--- config.mk ---
export PLATFORM = sky130hd
export DESIGN_NAME = bt656_rx
export DESIGN_NICKNAME = d
export VERILOG_FILES = /design/src/rtl/bt656_pkg.sv /design/src/rtl/bt656_trs_detect.sv /design/src/rtl/bt656_byte_lag.sv /design/src/rtl/bt656_chroma_fmt.sv /design/src/rtl/bt656_rx.sv
export SDC_FILE = /design/constraint.sdc
export NUM_CORES = 1
export LEC_CHECK = 0
export ABC_AREA = 1
export BUFFER_PORTS_ARGS = -buffer_cell sky130_fd_sc_hd__buf_2
export CAP_MARGIN = 10
export CORE_ASPECT_RATIO = 0.75
export CORE_MARGIN = 10
export CORE_UTILIZATION = 40
export CTS_BUF_LIST = sky130_fd_sc_hd__clkbuf_2 sky130_fd_sc_hd__clkbuf_4 sky130_fd_sc_hd__clkbuf_8
export DETAILED_ROUTE_END_ITERATION = 8
export GPL_TIMING_DRIVEN = 0
export SLEW_MARGIN = 0
export SYNTH_ARGS = -nofsm -noshare
export SYNTH_HDL_FRONTEND = slang
export SYNTH_SLANG_ARGS = --single-unit
--- constraint.sdc ---
create_clock -name clk -period 4 [get_ports clk]
set_clock_uncertainty 0.1 [all_clocks]
set_input_delay 0.8 -clock clk [delete_from_list [all_inputs] [get_ports clk]]
set_output_delay 0.8 -clock clk [all_outputs]
set_load 0.005 [all_outputs]
--- src/rtl/bt656_pkg.sv ---
package bt656_pkg;
    localparam int BW = 8;
    localparam int PREAMBLE_LEN = 3;

    typedef logic [BW-1:0] byte_t;

    localparam byte_t ALL_ONES = {BW{1'b1}};
    localparam byte_t ALL_ZERO = {BW{1'b0}};

    typedef enum logic [1:0] {
        TRS_IDLE,
        TRS_ONES,
        TRS_Z1,
        TRS_Z2
    } trs_state_e;

    typedef enum logic [1:0] {
        PH_CB,
        PH_Y0,
        PH_CR,
        PH_Y1
    } phase_e;

    // flags carried by the status byte of a code
    typedef struct packed {
        logic f;
        logic v;
        logic h;
    } sync_t;

    typedef struct packed {
        logic  vld;
        byte_t b;
    } tbyte_t;

    typedef struct packed {
        byte_t y;
        byte_t c0;
        byte_t c1;
    } pix_t;

    function automatic byte_t avg_up(input byte_t a, input byte_t b);
        logic [BW:0] s;
        s = {1'b0, a} + {1'b0, b} + {{BW{1'b0}}, 1'b1};
        return s[BW:1];
    endfunction
endpackage

--- src/rtl/bt656_trs_detect.sv ---
module bt656_trs_detect
    import bt656_pkg::*;
(
    input  logic  clk,
    input  logic  rst,
    input  byte_t din,
    output logic  code_hit,
    output sync_t flags
);
    trs_state_e st_q, st_d;

    always_comb begin
        code_hit = 1'b0;
        flags    = '{f: din[6], v: din[5], h: din[4]};
        st_d     = TRS_IDLE;
        unique case (st_q)
            TRS_IDLE: st_d = (din == ALL_ONES) ? TRS_ONES : TRS_IDLE;
            TRS_ONES: st_d = (din == ALL_ZERO) ? TRS_Z1 :
                             (din == ALL_ONES) ? TRS_ONES : TRS_IDLE;
            TRS_Z1:   st_d = (din == ALL_ZERO) ? TRS_Z2 :
                             (din == ALL_ONES) ? TRS_ONES : TRS_IDLE;
            TRS_Z2: begin
                code_hit = din[BW-1];
                st_d     = (din == ALL_ONES) ? TRS_ONES : TRS_IDLE;
            end
            default: st_d = TRS_IDLE;
        endcase
    end

    always_ff @(posedge clk) begin
        if (rst) st_q <= TRS_IDLE;
        else     st_q <= st_d;
    end
endmodule

--- src/rtl/bt656_byte_lag.sv ---
module bt656_byte_lag
    import bt656_pkg::*;
#(
    parameter int LAG = PREAMBLE_LEN
) (
    input  logic   clk,
    input  logic   rst,
    input  logic   kill,
    input  tbyte_t in_b,
    output tbyte_t out_b
);
    tbyte_t stg_q [LAG];

    always_ff @(posedge clk) begin
        for (int i = 0; i < LAG; i++) begin
            if (rst || kill)  stg_q[i] <= '0;
            else if (i == 0)  stg_q[i] <= in_b;
            else              stg_q[i] <= stg_q[i-1];
        end
    end

    // the oldest byte is dropped when it turns out to be part of a code
    always_comb begin
        out_b     = stg_q[LAG-1];
        out_b.vld = stg_q[LAG-1].vld && !kill;
    end
endmodule

--- src/rtl/bt656_chroma_fmt.sv ---
module bt656_chroma_fmt
    import bt656_pkg::*;
(
    input  logic  clk,
    input  logic  rst,
    input  logic  in_vld,
    input  byte_t in_b,
    input  logic  flush,
    input  logic  m444,
    output logic  out_vld,
    output pix_t  out_pix
);
    phase_e ph_q;
    byte_t  cb_q, y0_q, cr_q;
    logic   pend_q;
    pix_t   pend_pix_q;

    always_ff @(posedge clk) begin
        if (rst) begin
            ph_q       <= PH_CB;
            cb_q       <= '0;
            y0_q       <= '0;
            cr_q       <= '0;
            pend_q     <= 1'b0;
            pend_pix_q <= '0;
            out_vld    <= 1'b0;
            out_pix    <= '0;
        end else begin
            out_vld <= 1'b0;
            if (flush) begin
                ph_q   <= PH_CB;
                pend_q <= 1'b0;
                if (pend_q) begin
                    out_vld <= 1'b1;
                    out_pix <= pend_pix_q;
                end
            end else if (in_vld) begin
                ph_q <= phase_e'(ph_q + 2'd1);
                unique case (ph_q)
                    PH_CB: cb_q <= in_b;
                    PH_Y0: begin
                        y0_q <= in_b;
                        if (!m444) begin
                            out_vld <= 1'b1;
                            out_pix <= '{y: in_b, c0: cb_q, c1: ALL_ZERO};
                        end
                    end
                    PH_CR: begin
                        cr_q <= in_b;
                        if (m444 && pend_q) begin
                            out_vld <= 1'b1;
                            out_pix <= '{y:  pend_pix_q.y,
                                         c0: avg_up(pend_pix_q.c0, cb_q),
                                         c1: avg_up(pend_pix_q.c1, in_b)};
                            pend_q  <= 1'b0;
                        end
                    end
                    PH_Y1: begin
                        out_vld <= 1'b1;
                        if (!m444) begin
                            out_pix <= '{y: in_b, c0: cr_q, c1: ALL_ZERO};
                        end else begin
                            out_pix    <= '{y: y0_q, c0: cb_q, c1: cr_q};
                            pend_q     <= 1'b1;
                            pend_pix_q <= '{y: in_b, c0: cb_q, c1: cr_q};
                        end
                    end
                    default: ;
                endcase
            end
        end
    end
endmodule

--- src/rtl/bt656_rx.sv ---
module bt656_rx
    import bt656_pkg::*;
(
    input  logic        clk,
    input  logic        rst,
    input  logic [7:0]  din,
    input  logic        mode444,
    input  logic        scaler_en,
    output logic        hsync,
    output logic        vsync,
    output logic        field,
    output logic        pix_vld,
    output logic [7:0]  pix_y,
    output logic [7:0]  pix_c0,
    output logic [7:0]  pix_c1
);
    logic   code_hit;
    sync_t  flags;
    logic   act_q;
    logic   fmt444_q;
    tbyte_t lag_in, lag_out;
    pix_t   pix;

    bt656_trs_detect u_det (
        .clk      (clk),
        .rst      (rst),
        .din      (din),
        .code_hit (code_hit),
        .flags    (flags)
    );

    always_ff @(posedge clk) begin
        if (rst) begin
            hsync    <= 1'b0;
            vsync    <= 1'b0;
            field    <= 1'b0;
            act_q    <= 1'b0;
            fmt444_q <= 1'b0;
        end else if (code_hit) begin
            hsync <= flags.h;
            vsync <= flags.v;
            field <= flags.f;
            act_q <= !flags.h && !flags.v;
            if (!flags.h) fmt444_q <= mode444 && !scaler_en;
        end
    end

    assign lag_in = '{vld: act_q && !code_hit, b: din};

    bt656_byte_lag #(.LAG(PREAMBLE_LEN)) u_lag (
        .clk   (clk),
        .rst   (rst),
        .kill  (code_hit),
        .in_b  (lag_in),
        .out_b (lag_out)
    );

    bt656_chroma_fmt u_fmt (
        .clk     (clk),
        .rst     (rst),
        .in_vld  (lag_out.vld),
        .in_b    (lag_out.b),
        .flush   (code_hit),
        .m444    (fmt444_q),
        .out_vld (pix_vld),
        .out_pix (pix)
    );

    assign pix_y  = pix.y;
    assign pix_c0 = pix.c0;
    assign pix_c1 = pix.c1;
endmodule

==> flow_results.org <==
** Synth
- Cell types occupying the most area after synthesis :: sky130_fd_sc_hd__dfxtp_1 43%, sky130_fd_sc_hd__a21oi_1 9.5%, sky130_fd_sc_hd__nand2_1 8.6%
- Avg Synthesized Cell Area :: 7.407 µm²
- In the synthesized netlist, the number of instances is 684.
- Proportion of synthesized chip area in sequential cells :: a little over two fifths
- Counting every net in the synthesized netlist gives 720.
- The mapped netlist covers 5066 µm².
- Synthesis inferred 110 register bits.
- Library cell occupying the most area in the post-synthesis netlist :: sky130_fd_sc_hd__dfxtp_1
- During synthesis, Yosys emitted a total of 0 warnings.
- The synthesized netlist contains 36 unique library cells.
- Share of the synthesized area in the top cell type :: between 40% and 50%

** Timing
- In the finished design, the share of the clock period the worst path needs comes to between 50% and 60%.
- Unrepaired setup endpoints after global routing :: false
- After layout, the minimum clock period comes to ~2.1 ns.
- Maximum clock frequency :: between 400 and 500 MHz
- For the pin with the worst max-slew slack, the measured transition is just under 0.7 ns.
- In the final timing run, aggregate negative setup slack is 0 ns.
- In this run the tightest slew margin relative to its limit is around 54%.
- Setup slack closes at approximately 1.9 ns.
- The number of hold-slack violations in the final timing report was 0.
- Final number of setup-violating endpoints :: 0
- The final-report max-slew violation count was 0.

** Setup path
- CP Data Arrival Time :: between 2 and 2.5 ns
- The worst setup path is of the reg2reg kind.
- Kind of start point of the critical path :: register
- For the worst setup path, the data required time is roughly 4.2 ns.
- For the worst flop-to-flop path, the logic depth is 9.
- Minimum setup slack among reg-to-reg paths :: 1.85 ns
- Along the worst path, the maximum fanout reaches 10.
- R2r startpoint :: u_fmt.ph_q[0]
- In this run the critical register-to-register path is captured at u_fmt.cr_q[4].
- Endpoint class of the critical path :: register

** Floorplanning
- The floorplan step defined a core boundary enclosing 12350 µm².
- The floorplan step set the die width to 150.0 µm.
- 40 I/O pins were placed.
- Die outline area :: around 18000 µm²
- The floorplan has 35 rows.
- For this configuration, the core starts out at a cell density of approximately 40%.
- The die is around 120 µm tall.

** Layout
- The area growth from synthesis to layout is 11.73%.
- At the end of the flow, the number of nets in the layout was between 700 and 800.
- Fraction of final layout cells with drive strength greater than 1 :: between 10 and 15%
- Total inserted antenna cells :: 0

** Placed design
- Post-place setup slack :: between 1.5 and 2 ns
- Port Buffers :: 38
- Half-perimeter wire length after placement :: 11210 µm
- Final Wtd Congestion :: approximately 0.95

** Route
- The first detailed-routing pass took 7 iterations.
- Dividing the detail-routed via count by the number of cells gives ~5.2.
- Vias post-DR :: roughly 4.7k
- Final antenna-violating net count :: 0
- Drt drc :: 0
- Initial DRC count :: roughly 280
- After detailed routing, the average wire length per cell comes to about 16 µm.
- Sum of routed wire length over all layers :: 14780 µm

** Clocking
- Clock-pin slew was measured on the worst setup and hold paths at 0.11 ns.
- Count of cells resized by post-cts repair :: 0
- In this run the clock root is driven by a sky130_fd_sc_hd__clkbuf_8.
- Setup bufs post-CTS :: 0
- The number of hold buffers added after CTS was 0.
- The H-tree was split into 3 levels.
- In this run the deepest clock path goes through 2 buffers.
- Buffers inserted during clock tree synthesis total 9.
- Clock sink total :: 110
- TritonCTS built the clock tree.
- Latest clock arrival within the worst-skew pair :: around 0.39 ns

** Global route
- The first global-routing pass estimated 23850 µm of wire.
- Global-route congestion overflow total :: 0
- Vias in the first global route :: ~4.5k
- Antenna violations before repair :: 0
- Pin count of the biggest net entering global routing :: 22
- Across every metal layer, demand over resource in global routing totals 16.95%.

** Pwr
- The analysis attributes to cell leakage a power of roughly 0.0025 µW.
- For this design the ratio of total power to cell area is 324.6 nW/µm².
- Peak VDD IR :: roughly 0.20 mV

** Worst hold path
- Worst Hold Depth :: 2
- The tightest min-delay check is of the reg2reg type.
- Min-delay src :: u_lag.stg_q[1][0]
- Hold path endpoint :: u_lag.stg_q[2][0]

** Status
- The flow ran to the end, and the final reports show no timing, DRC or antenna violations.

** Job
- The tool flagged a number of max-cap violations equal to 0.
## stage by stage
stage / util (%) / instances / instance area [µm²] / hold slack, ns / total power, µW
3_3_place_gp: 44.25 / 888 / 5464 / 0.2945 / 1194
2_1_floorplan: - / 684 / 5066 / 0.2936 / 1169
5_1_grt: 45.84 / 904 / 5660 / 0.3269 / 1907
6_report: 45.84 / 904 / 5660 / 0.3081 / 1838
4_1_cts: 45.84 / 904 / 5660 / 0.3181 / 1859
3_5_place_dp: 44.25 / 888 / 5464 / 0.3007 / 1194
## area by class of cell
class | instances | area [µm²]
Buffer | 30 | 170.2
Sequential cell | 110 | 2202
Multi-Input combinational cell | 459 | 2365
Timing Repair Buffer | 38 | 190.2
Inverter | 85 | 329.1
Clock inverter | 7 | 72.57
Fill cell | 1281 | 6689
Tap cell | 166 | 207.7
Clock buffer | 9 | 123.9
## logic make-up after synthesis
kind of cell             synth area share (%)
buffers and inverters                   9.854
AND/OR/NAND/NOR                         20.33
AO/OA/AOI/OAI                           19.44
flip-flops                              43.47
XOR/XNOR                               0.6915
adder cells (fa/ha/maj)                 6.224
## cell usage after synthesis, drive strengths merged
library cell and number:
nand2 120, dfxtp 110, a21oi 96, inv 85
nor2 85, o21ai 68, nand3 27, ha 22
buf 17, clkbuf 13, a211oi 8, o22ai 6
nor3 4, xnor2 4, nand4 3, nor4 3
a31oi 2, fa 2, nand3b 2, o211ai 2
a21boi 1, a22oi 1, o21bai 1, o221ai 1
or2 1
## where the power goes
group | switching, µW | internal [µW] | leakage (µW) | total, µW
sequential | 8.01 | 1100 | 0.000890 | 1110
combinational | 39.6 | 17.3 | 0.00148 | 56.9
clock | 421 | 247 | 0.000102 | 668
## sequential cells by signal (all words and copies together) (netlist names)
signal            flops
act_q                 1
field                 1
u_fmt.ph_q            2
hsync                 1
u_fmt.out_pix        24
u_fmt.pend_q          1
u_fmt.cr_q            8
u_lag.stg_q          27
u_fmt.pend_pix_q     24
u_det.st_q            2
vsync                 1
fmt444_q              1
u_fmt.y0_q            8
u_fmt.cb_q            8
u_fmt.out_vld         1
## cell usage in the layout (no fill, tap or decap), drive strengths merged
master  count
nand4       3
fa          2
o211ai      2
nor4        3
a21oi      96
clkinv      3
o21ai      68
o221ai      1
or2         1
nor3        4
buf        55
a22oi       1
ha         22
nand3b      2
dfxtp     110
o22ai       6
a211oi      8
clkbuf     22
xnor2       4
a31oi       2
a21boi      1
nor2       85
nand2     120
nand3      27
inv        89
o21bai      1
## how the worst max path moves through the flow
stage                   from                   end  depth (start not counted)
6_report       u_fmt.ph_q[0]         u_fmt.cr_q[4]                          9
2_1_floorplan         din[7]     u_fmt.out_pix[14]                          9
3_3_place_gp          din[7]   u_fmt.pend_pix_q[7]                         10
5_1_grt        u_fmt.ph_q[0]         u_fmt.cr_q[4]                          9
3_5_place_dp             rst  u_fmt.pend_pix_q[23]                          5
4_1_cts        u_fmt.ph_q[0]         u_fmt.cr_q[4]                          9
## critical path: stages, from the launching register on
cell,delay (ns)
sky130_fd_sc_hd__dfxtp_1,0.40
sky130_fd_sc_hd__inv_1,0.11
sky130_fd_sc_hd__ha_1,0.20
sky130_fd_sc_hd__buf_4,0.18
sky130_fd_sc_hd__inv_1,0.26
sky130_fd_sc_hd__nor2_4,0.12
sky130_fd_sc_hd__nand2_1,0.19
sky130_fd_sc_hd__buf_2,0.26
sky130_fd_sc_hd__o21ai_0,0.10
sky130_fd_sc_hd__a21oi_1,0.14
## layer usage
layer | GRT usage, % | vias up | routed length (µm)
met4 | 4.121 | 0 | 157
met3 | 5.186 | 12 | 996
met1 | 22.79 | 2190 | 6994
met5 | 0 | - | 0
met2 | 25.77 | 129 | 6632
li1 | - | 2333 | -
Note: power is estimated with default switching activity, not from simulation.
